`src/rtl/cfg_serial_pkg.sv`:
```
package cfg_serial_pkg;

  // Commit controller states.
  typedef enum logic {
    CS_IDLE  = 1'b0,
    CS_ARMED = 1'b1
  } commit_state_e;

  // Pin order inside the synchronizer vector.
  localparam int PIN_DAT  = 0;
  localparam int PIN_CLK  = 1;
  localparam int PIN_LAT  = 2;
  localparam int PIN_MODE = 3;
  localparam int PIN_CNT  = 4;

endpackage

```
`src/rtl/cfg_pin_sync.sv`:
```
// Multi-stage synchronizer with rising edge detection, one chain per pin.
module cfg_pin_sync #(
  parameter int N_PINS = 4,
  parameter int STAGES = 2   // at least 2
) (
  input  logic              clk,
  input  logic              rst_n,
  input  logic [N_PINS-1:0] pin_i,
  output logic [N_PINS-1:0] lvl_o,
  output logic [N_PINS-1:0] rise_o
);

  for (genvar p = 0; p < N_PINS; p++) begin : g_pin
    logic [STAGES-1:0] chain_q;
    logic              prev_q;

    always_ff @(posedge clk) begin
      if (!rst_n) begin
        chain_q <= '0;
        prev_q  <= 1'b0;
      end else begin
        chain_q <= {chain_q[STAGES-2:0], pin_i[p]};
        prev_q  <= chain_q[STAGES-1];
      end
    end

    assign lvl_o[p]  = chain_q[STAGES-1];
    assign rise_o[p] = chain_q[STAGES-1] & ~prev_q;
  end

endmodule

```
`src/rtl/cfg_frame_shift.sv`:
```
// Frame shift register: newest bit enters at bit 0, clear has priority.
module cfg_frame_shift #(
  parameter int FRAME_W = 9
) (
  input  logic               clk,
  input  logic               rst_n,
  input  logic               clr_i,
  input  logic               shift_i,
  input  logic               bit_i,
  output logic [FRAME_W-1:0] frame_o
);

  logic [FRAME_W-1:0] sh_q;

  always_ff @(posedge clk) begin
    if (!rst_n) begin
      sh_q <= '0;
    end else if (clr_i) begin
      sh_q <= '0;
    end else if (shift_i) begin
      sh_q <= {sh_q[FRAME_W-2:0], bit_i};
    end
  end

  assign frame_o = sh_q;

endmodule

```
`src/rtl/cfg_commit_ctrl.sv`:
```
// Arms on a latch rise, counts serial clock edges while the latch holds,
// and commits on the HOLD_CLKS-th edge. Latch or mode loss abandons.
module cfg_commit_ctrl
  import cfg_serial_pkg::*;
#(
  parameter int HOLD_CLKS = 3
) (
  input  logic clk,
  input  logic rst_n,
  input  logic mode_i,
  input  logic lat_i,
  input  logic lat_rise_i,
  input  logic sck_rise_i,
  output logic commit_o,
  output logic abandon_o
);

  localparam int CW = $clog2(HOLD_CLKS + 1);

  commit_state_e st_q;
  logic [CW-1:0] cnt_q;
  logic          held;
  logic          last_edge;

  always_comb begin
    held      = mode_i && lat_i;
    last_edge = (cnt_q == CW'(HOLD_CLKS - 1));
    commit_o  = (st_q == CS_ARMED) && held && sck_rise_i && last_edge;
    abandon_o = (st_q == CS_ARMED) && !held;
  end

  always_ff @(posedge clk) begin
    if (!rst_n) begin
      st_q  <= CS_IDLE;
      cnt_q <= '0;
    end else begin
      case (st_q)
        CS_IDLE: begin
          cnt_q <= '0;
          if (mode_i && lat_rise_i) st_q <= CS_ARMED;
        end
        CS_ARMED: begin
          if (commit_o || abandon_o) begin
            st_q  <= CS_IDLE;
            cnt_q <= '0;
          end else if (sck_rise_i) begin
            cnt_q <= cnt_q + CW'(1);
          end
        end
        default: begin
          st_q  <= CS_IDLE;
          cnt_q <= '0;
        end
      endcase
    end
  end

endmodule

```
`src/rtl/cfg_reg_bank.sv`:
```
// Register storage with per-register write strobe.
module cfg_reg_bank #(
  parameter int NREG = 8,
  parameter int DW   = 6
) (
  input  logic                    clk,
  input  logic                    rst_n,
  input  logic                    we_i,
  input  logic [$clog2(NREG)-1:0] addr_i,
  input  logic [DW-1:0]           data_i,
  output logic [NREG*DW-1:0]      regs_o,
  output logic [NREG-1:0]         stb_o
);

  localparam int AW = $clog2(NREG);

  for (genvar r = 0; r < NREG; r++) begin : g_reg
    logic [DW-1:0] val_q;
    logic          stb_q;
    logic          hit;

    assign hit = we_i && (addr_i == AW'(r));

    always_ff @(posedge clk) begin
      if (!rst_n) begin
        val_q <= '0;
        stb_q <= 1'b0;
      end else begin
        stb_q <= hit;
        if (hit) val_q <= data_i;
      end
    end

    assign regs_o[r*DW +: DW] = val_q;
    assign stb_o[r]           = stb_q;
  end

endmodule

```
`src/rtl/cfg_serial_port.sv`:
```
module cfg_serial_port
  import cfg_serial_pkg::*;
#(
  parameter int NREG        = 8,
  parameter int DW          = 6,
  parameter int HOLD_CLKS   = 3,
  parameter int SYNC_STAGES = 2
) (
  input  logic               clk,
  input  logic               rst_n,
  input  logic               mode_i,
  input  logic               ser_clk_i,
  input  logic               ser_dat_i,
  input  logic               ser_lat_i,
  output logic [NREG*DW-1:0] cfg_regs_o,
  output logic [NREG-1:0]    wr_stb_o
);

  localparam int AW = $clog2(NREG);
  localparam int FW = AW + DW;

  logic [PIN_CNT-1:0] pins_raw;
  logic [PIN_CNT-1:0] pins_lvl;
  logic [PIN_CNT-1:0] pins_rise;

  logic mode_s, lat_s, dat_s, sck_rise, lat_rise;
  logic commit, abandon, sh_clr, sh_en;
  logic [FW-1:0] shreg;

  always_comb begin
    pins_raw           = '0;
    pins_raw[PIN_DAT]  = ser_dat_i;
    pins_raw[PIN_CLK]  = ser_clk_i;
    pins_raw[PIN_LAT]  = ser_lat_i;
    pins_raw[PIN_MODE] = mode_i;
  end

  cfg_pin_sync #(
    .N_PINS (PIN_CNT),
    .STAGES (SYNC_STAGES)
  ) u_sync (
    .clk    (clk),
    .rst_n  (rst_n),
    .pin_i  (pins_raw),
    .lvl_o  (pins_lvl),
    .rise_o (pins_rise)
  );

  assign mode_s   = pins_lvl[PIN_MODE];
  assign lat_s    = pins_lvl[PIN_LAT];
  assign dat_s    = pins_lvl[PIN_DAT];
  assign sck_rise = pins_rise[PIN_CLK];
  assign lat_rise = pins_rise[PIN_LAT];

  assign sh_en  = mode_s && !lat_s && sck_rise;
  assign sh_clr = commit || abandon || !mode_s;

  cfg_frame_shift #(
    .FRAME_W (FW)
  ) u_shift (
    .clk     (clk),
    .rst_n   (rst_n),
    .clr_i   (sh_clr),
    .shift_i (sh_en),
    .bit_i   (dat_s),
    .frame_o (shreg)
  );

  cfg_commit_ctrl #(
    .HOLD_CLKS (HOLD_CLKS)
  ) u_ctrl (
    .clk        (clk),
    .rst_n      (rst_n),
    .mode_i     (mode_s),
    .lat_i      (lat_s),
    .lat_rise_i (lat_rise),
    .sck_rise_i (sck_rise),
    .commit_o   (commit),
    .abandon_o  (abandon)
  );

  cfg_reg_bank #(
    .NREG (NREG),
    .DW   (DW)
  ) u_bank (
    .clk    (clk),
    .rst_n  (rst_n),
    .we_i   (commit),
    .addr_i (shreg[FW-1 -: AW]),
    .data_i (shreg[DW-1:0]),
    .regs_o (cfg_regs_o),
    .stb_o  (wr_stb_o)
  );

endmodule

```
`config.mk`:
```
export PLATFORM = sky130hd
export DESIGN_NAME = cfg_serial_port
export DESIGN_NICKNAME = d
export VERILOG_FILES = /design/src/rtl/cfg_serial_pkg.sv /design/src/rtl/cfg_pin_sync.sv /design/src/rtl/cfg_frame_shift.sv /design/src/rtl/cfg_commit_ctrl.sv /design/src/rtl/cfg_reg_bank.sv /design/src/rtl/cfg_serial_port.sv
export SDC_FILE = /design/constraint.sdc
export NUM_CORES = 1
export LEC_CHECK = 0
export BUFFER_PORTS_ARGS = -buffer_cell sky130_fd_sc_hd__buf_2
export CORE_MARGIN = 3
export CORE_UTILIZATION = 53
export CTS_CLUSTER_DIAMETER = 200
export CTS_CLUSTER_SIZE = 30
export DETAILED_ROUTE_END_ITERATION = 16
export GPL_ROUTABILITY_DRIVEN = 1
export PLACE_DENSITY = 0.78
export SYNTH_ARGS = -nofsm -noshare
export SYNTH_HDL_FRONTEND = slang
export SYNTH_SLANG_ARGS = --single-unit
```
`constraint.sdc`:
```
create_clock -name clk -period 1.8 [get_ports clk]
set_clock_uncertainty 0.1 [all_clocks]
set_input_delay 0.27 -clock clk [delete_from_list [all_inputs] [get_ports clk]]
set_output_delay 0.27 -clock clk [all_outputs]
set_load 0.05 [all_outputs]
```
---- Word level (Yosys, flattened, before mapping) ----
Cells that the tools add are included.
W data, S select, Z words.
operators by class
  $add $sub $neg .......................... 1
  mux-type cells .......................... 6
  eq/ne operators ......................... 9
  reductions and logical operators ........ 23
  bitwise operators ....................... 6
operators with widths
  cell                   number
  $logic_and A1 B1 Y1    16
  $eq A3 B3 Y1 const B   4
  $eq A3 B2 Y1 const B   2
  $mux W2                2
  $not A1 Y1             4
  $pmux W2 S2            1
  $eq A3 B1 Y1 const B   1
  $logic_not A1 Y1       3
  $logic_not A3 Y1       1
  $ne A3 B3 Y1 const B   1
  $add A2 B1 Y2 const B  1
  $and A1 B1 Y1          2
  $eq A2 B2 Y1 const B   1
  $logic_or A1 B1 Y1     2
  $mux W1                2
  $pmux W1 S2            1
  $reduce_or A2 Y1       1
storage, ports and cells
  register bits after elaboration ......... 78
  output and inout port bits .............. 56

---- Depth between registers and ports, before layout ----
  depth in word-level cells ............... 7
  mapped depth ............................ 7
  mapped depth without buffers ............ 5

---- Modules after synthesis ----
Synthesis repeated with hierarchy kept, for this count alone.
second synthesis, totals
  cells, all modules ...................... 284
  area total of the unflattened synthesis .. 2946.6 µm²
by module, submodules not included
  module           times used  area each (µm²)  cells an instance
  cfg_reg_bank     1           2052.0           198
  cfg_pin_sync     1           391.6            33
  cfg_frame_shift  1           326.6            30
  cfg_commit_ctrl  1           158.9            21
  cfg_serial_port  1           17.5             2

---- Worst setup path before layout ----
OpenSTA, ideal clock, no wires.
  path kind ............................... register to register
  start point ............................. register u_ctrl.cnt_q[0]
  end point ............................... register u_bank.g_reg[0].val_q[4]
  arrival time ............................ 1441 ps
  setup time .............................. 73 ps
  stages on the path, launching flop included .. 7
  clock period less this slack ............ 1614 ps
  setup slack ............................. 186 ps
  required time ........................... 1627 ps
  buffers on the path ..................... 1
  path through ............................ dfxtp_1 inv_1 ha_1 nand3b_1 buf_4 nor4_4 mux2i_1
on the way
  cells in the longest elaborated chain, start to end .. 3
ends and longest elaborated chain
  what                    line                   source
  start, declared         cfg_commit_ctrl.sv:21  logic [CW-1:0] cnt_q;
  start signal, assigned  cfg_commit_ctrl.sv:47  cnt_q <= cnt_q + CW'(1);
  $eq A2 B2 Y1            cfg_commit_ctrl.sv:27  last_edge = (cnt_q == CW'(HOLD_CLKS - 1));
  $logic_and A1 B1 Y1     cfg_commit_ctrl.sv:28  commit_o = (st_q == CS_ARMED) && held && sck_rise_i && last_edge;
  $logic_and A1 B1 Y1     cfg_reg_bank.sv:22     assign hit = we_i && (addr_i == AW'(r));
  end signal, assigned    cfg_reg_bank.sv:30     if (hit) val_q <= data_i;
  end, declared           cfg_reg_bank.sv:18     logic [DW-1:0] val_q;
No other way between the ends.
A chain may end at the register's enable or synchronous reset.

---- Final worst setup path ----
  start point ............................. register u_ctrl.cnt_q[0]
  end point ............................... register u_ctrl.cnt_q[1]
on the way
  cells in the longest elaborated chain, start to end .. 5
  elaborated cells on any way between the ends .. 8
  classes of those cells .................. 1 x add/sub; 2 x eq/ne; 3 x mux; 2 x reduce/logical
ends and longest elaborated chain
  what
  parallel branches: the longest is 5 deep, another holds $add A2 B1 Y2
Several ways; the timed one is not identified. The select of a mux whose other input is x is not followed.

==> reports/qor.yml <==
clock_network:
  cts_tree: "done"
  postCtsHoldBufs: 0
  cts_sinks: 78
  clk_latency_ns: 0.34
  clk_pin_slew_ns: 0.08
  htree_num_levels: 3
  post_cts_buffers: 0
  root_buffer: "clkbuf_8"
  cts_made_buffers: 9
  clockBufferDepth: 2
yosys:
  syn-num-nets: 276
  avgSynthCellArea_um2: 10.9
  synth.distinct_cells: 29
  synth-seq-cells: 78
  synth_flop_cell: "dfxtp_1"
  yosysSeqAreaShare: 0.533
  ys_warn_count: 0
  synthCells: 269
  async_flop_share: 0
  synth_edf_count: 0
  syn_area_um2: 2930
min_path:
  hold_start: "ser_dat_i"
  min_path_cells: 2
  min_to: "u_sync.g_pin[0].chain_q[0]$_SDFF_PN0_"
  hold_class: "input port to flip-flop"
sta:
  timing.final.crit_share: 0.922
  slew_violations: 0
  maxSlewHeadroom: 0.698
  setup_viol: 0
  rsz0062_at_grt: "true"
  tns_ns: 0
  tightest_slew_ns: 0.452
  finalHoldViolations: 0
  min_period_ns: 1.66
  max_freq_mhz: 603
worst_setup_path:
  timing.rr.start: "u_ctrl.cnt_q[0]$_SDFFE_PN0P_"
  path_class: "flip-flop to flip-flop"
  regToRegSetupSlack_ns: 0.14
  cp-start-kind: "flip-flop"
  required_ns: 1.92
  r2r_end: "u_ctrl.cnt_q[1]$_SDFFE_PN0P_"
  ff2ff_path_depth: 6
  worstPathArrival_ns: 1.78
  end_kind: "flip-flop"
  crit_fanout: 11
final_layout:
  seq_area_um2: 1560
  fin_nets: 339
  syn2layout_area_growth_pct: 19.2
  multi_input_area_um2: 1250
  fillers: 406
  num_antenna_cells: 0
  drive_gt1_frac: 0.300
  fin_util: 0.667
run:
  drv_cap: 0
pwr:
  power_mw: 2.92
  ir_drop_uv: 488
  pwr-share-clk: 0.389
  seqPwrFrac: 0.596
  power_density_nw_per_um2: 836
  internal-power_mw: 2.25
  combinationalPowerShare: 0.015
  swShare: 0.229
  p_switching_mw: 0.670
  p_leak_nw: 1.47
route:
  wirelength_um: 5570
  drc_errors: 0
  first_iter_violations: 68
  num_vias: 2058
  wire_per_inst_um: 13.7
  drtAntennaViolNets: 0
  drtPass1Iterations: 4
  via_per_inst: 5.06
grt:
  grt_first_pass_wirelength_um: 9180
  grt_overflow: 0
  grt_use_total: 0.187
  grt_max_degree: 28
  grt_pass1_vias: 1926
  antenna_found_initial: 0
floorplanning:
  fp.coreArea_um2: 5240
  rows: 26
  die_w_um: 80.4
  die_h_um: 80.4
  start_util: 0.559
  fp.dieArea_um2: 6460
  ioPinCount: 62
place:
  portBuffers: 61
  place.gp.congestion: 0.780
  place_hpwl_um: 3790
outcome:
  status: "finished clean"
[cell usage in the layout (no fill, tap or decap), drive strengths merged]
cell type  instances
nor4bb             1
nor3              18
xnor2              1
buf               72
nand4b             1
nor3b              1
mux2i             57
dfxtp             78
nor2               8
ha                 1
nor4               2
clkinv             5
inv                3
nand4              2
clkinvlp           1
clkbuf             9
and2              11
and3               1
nand2             57
a2111oi            1
nand3b             1
nor2b              1
a31oi              1
a21oi              1
nand4bb            1
nand2b             2
[synth_stat cells, types with 2 or more instances]
library cell | n | area [um2]
dfxtp_1 | 78 | 1560
mux2i_1 | 57 | 571
nand2_1 | 57 | 214
nor3_1 | 12 | 60.1
and2_1 | 11 | 68.8
buf_4 | 10 | 75.1
nor2_1 | 8 | 30.0
nor3_4 | 6 | 97.6
buf_1 | 4 | 15.0
clkbuf_1 | 3 | 11.3
buf_2 | 2 | 10.0
inv_1 | 2 | 7.51
nand2b_1 | 2 | 12.5
nor4_4 | 2 | 42.5
[cell type report]
type	count	area share
Clock inverter	7	0.0140
Clock buffer	9	0.0355
Timing Repair Buffer	72	0.118
Tap cell	70	0.0251
Multi-Input combinational cell	169	0.358
Inverter	2	0.00215
Sequential cell	78	0.447
[metrics by stage]
stage                     hold WS [ns]  worst slack [ns]  std cells  cell area [um2]
final                           0.0285             0.140        407             3490
after global routing            0.0234           -0.0201        407             3490
after CTS                       0.0136            0.0734        407             3490
after detailed placement         0.318            0.0898        391             3310
after global placement           0.316             0.192        391             3310
after floorplan                  0.297             0.186        269             2930
[state kept, by name, summed over array words and instances (netlist names)]
signal,count
u_shift.frame_o,9
u_sync.g_pin.chain_q,8
u_ctrl.st_q,1
u_ctrl.cnt_q,2
u_bank.g.stb_q,8
u_bank.g.val_q,48
u_sync.g_pin.prev_q,2
[power by group through the flow]
stage / Combinational (mW) / Sequential, mW / Clock (mW)
after floorplan: 0.0304 / 1.78 / 0
after global placement: 0.0445 / 1.78 / 0
after detailed placement: 0.0446 / 1.78 / 0
after CTS: 0.0447 / 1.74 / 1.16
after global routing: 0.0500 / 1.74 / 1.22
final: 0.0438 / 1.74 / 1.14
[how the worst max path moves through the flow]
stage,from,endpoint,slack (ns)
global route,u_ctrl.cnt_q[0]$_SDFFE_PN0P_,u_ctrl.cnt_q[1]$_SDFFE_PN0P_,-0.02
floorplan,u_ctrl.cnt_q[0]$_SDFFE_PN0P_,u_bank.g_reg[0].val_q[4]$_SDFFE_PN0P_,0.19
CTS,u_ctrl.cnt_q[0]$_SDFFE_PN0P_,u_ctrl.cnt_q[1]$_SDFFE_PN0P_,0.07
global placement,u_ctrl.cnt_q[0]$_SDFFE_PN0P_,u_bank.g_reg[5].val_q[1]$_SDFFE_PN0P_,0.19
finish,u_ctrl.cnt_q[0]$_SDFFE_PN0P_,u_ctrl.cnt_q[1]$_SDFFE_PN0P_,0.14
detailed placement,u_ctrl.cnt_q[0]$_SDFFE_PN0P_,u_ctrl.cnt_q[1]$_SDFFE_PN0P_,0.09
[cells by family (layout without fill, tap and decap cells)]
kind of cell               after synthesis  in the layout  synth area share
AOI/OAI and AO/OA                        3              3           0.00683
xor gates and xnor gates                 1              1           0.00299
adders and majority gates                1              1           0.00427
buffers and inverters                   22             90            0.0444
DFF                                     78             78             0.533
muxes                                   57             57             0.195
and+or+nand+nor                        107            107             0.214
[timing repair]
| action | 4_1_cts | 5_1_grt |
|---|---|---|
| endpoints found under the setup margin | 0 | 2 |
| endpoints found under the hold margin | 0 | 0 |
| gates resized for setup | 0 | 2 |
[routing by layer]
layer,global-route usage,wire length [um],part of all wire,up-vias
li1,-,-,-,1037
met1,0.258,2670,0.48,956
met2,0.277,2520,0.45,55
met3,0.0404,283,0.051,10
met4,0.0861,104,0.019,0
met5,0,0,0,-
[worst max-delay path, cell delays in order, from the launching register on]
cell and delay [ns]:
dfxtp_1 0.34, inv_1 0.05, ha_1 0.20, nand3b_1 0.13, buf_12 0.18, a31oi_1 0.15
a2111oi_1 0.40
(Power assumes the default switching activity.)
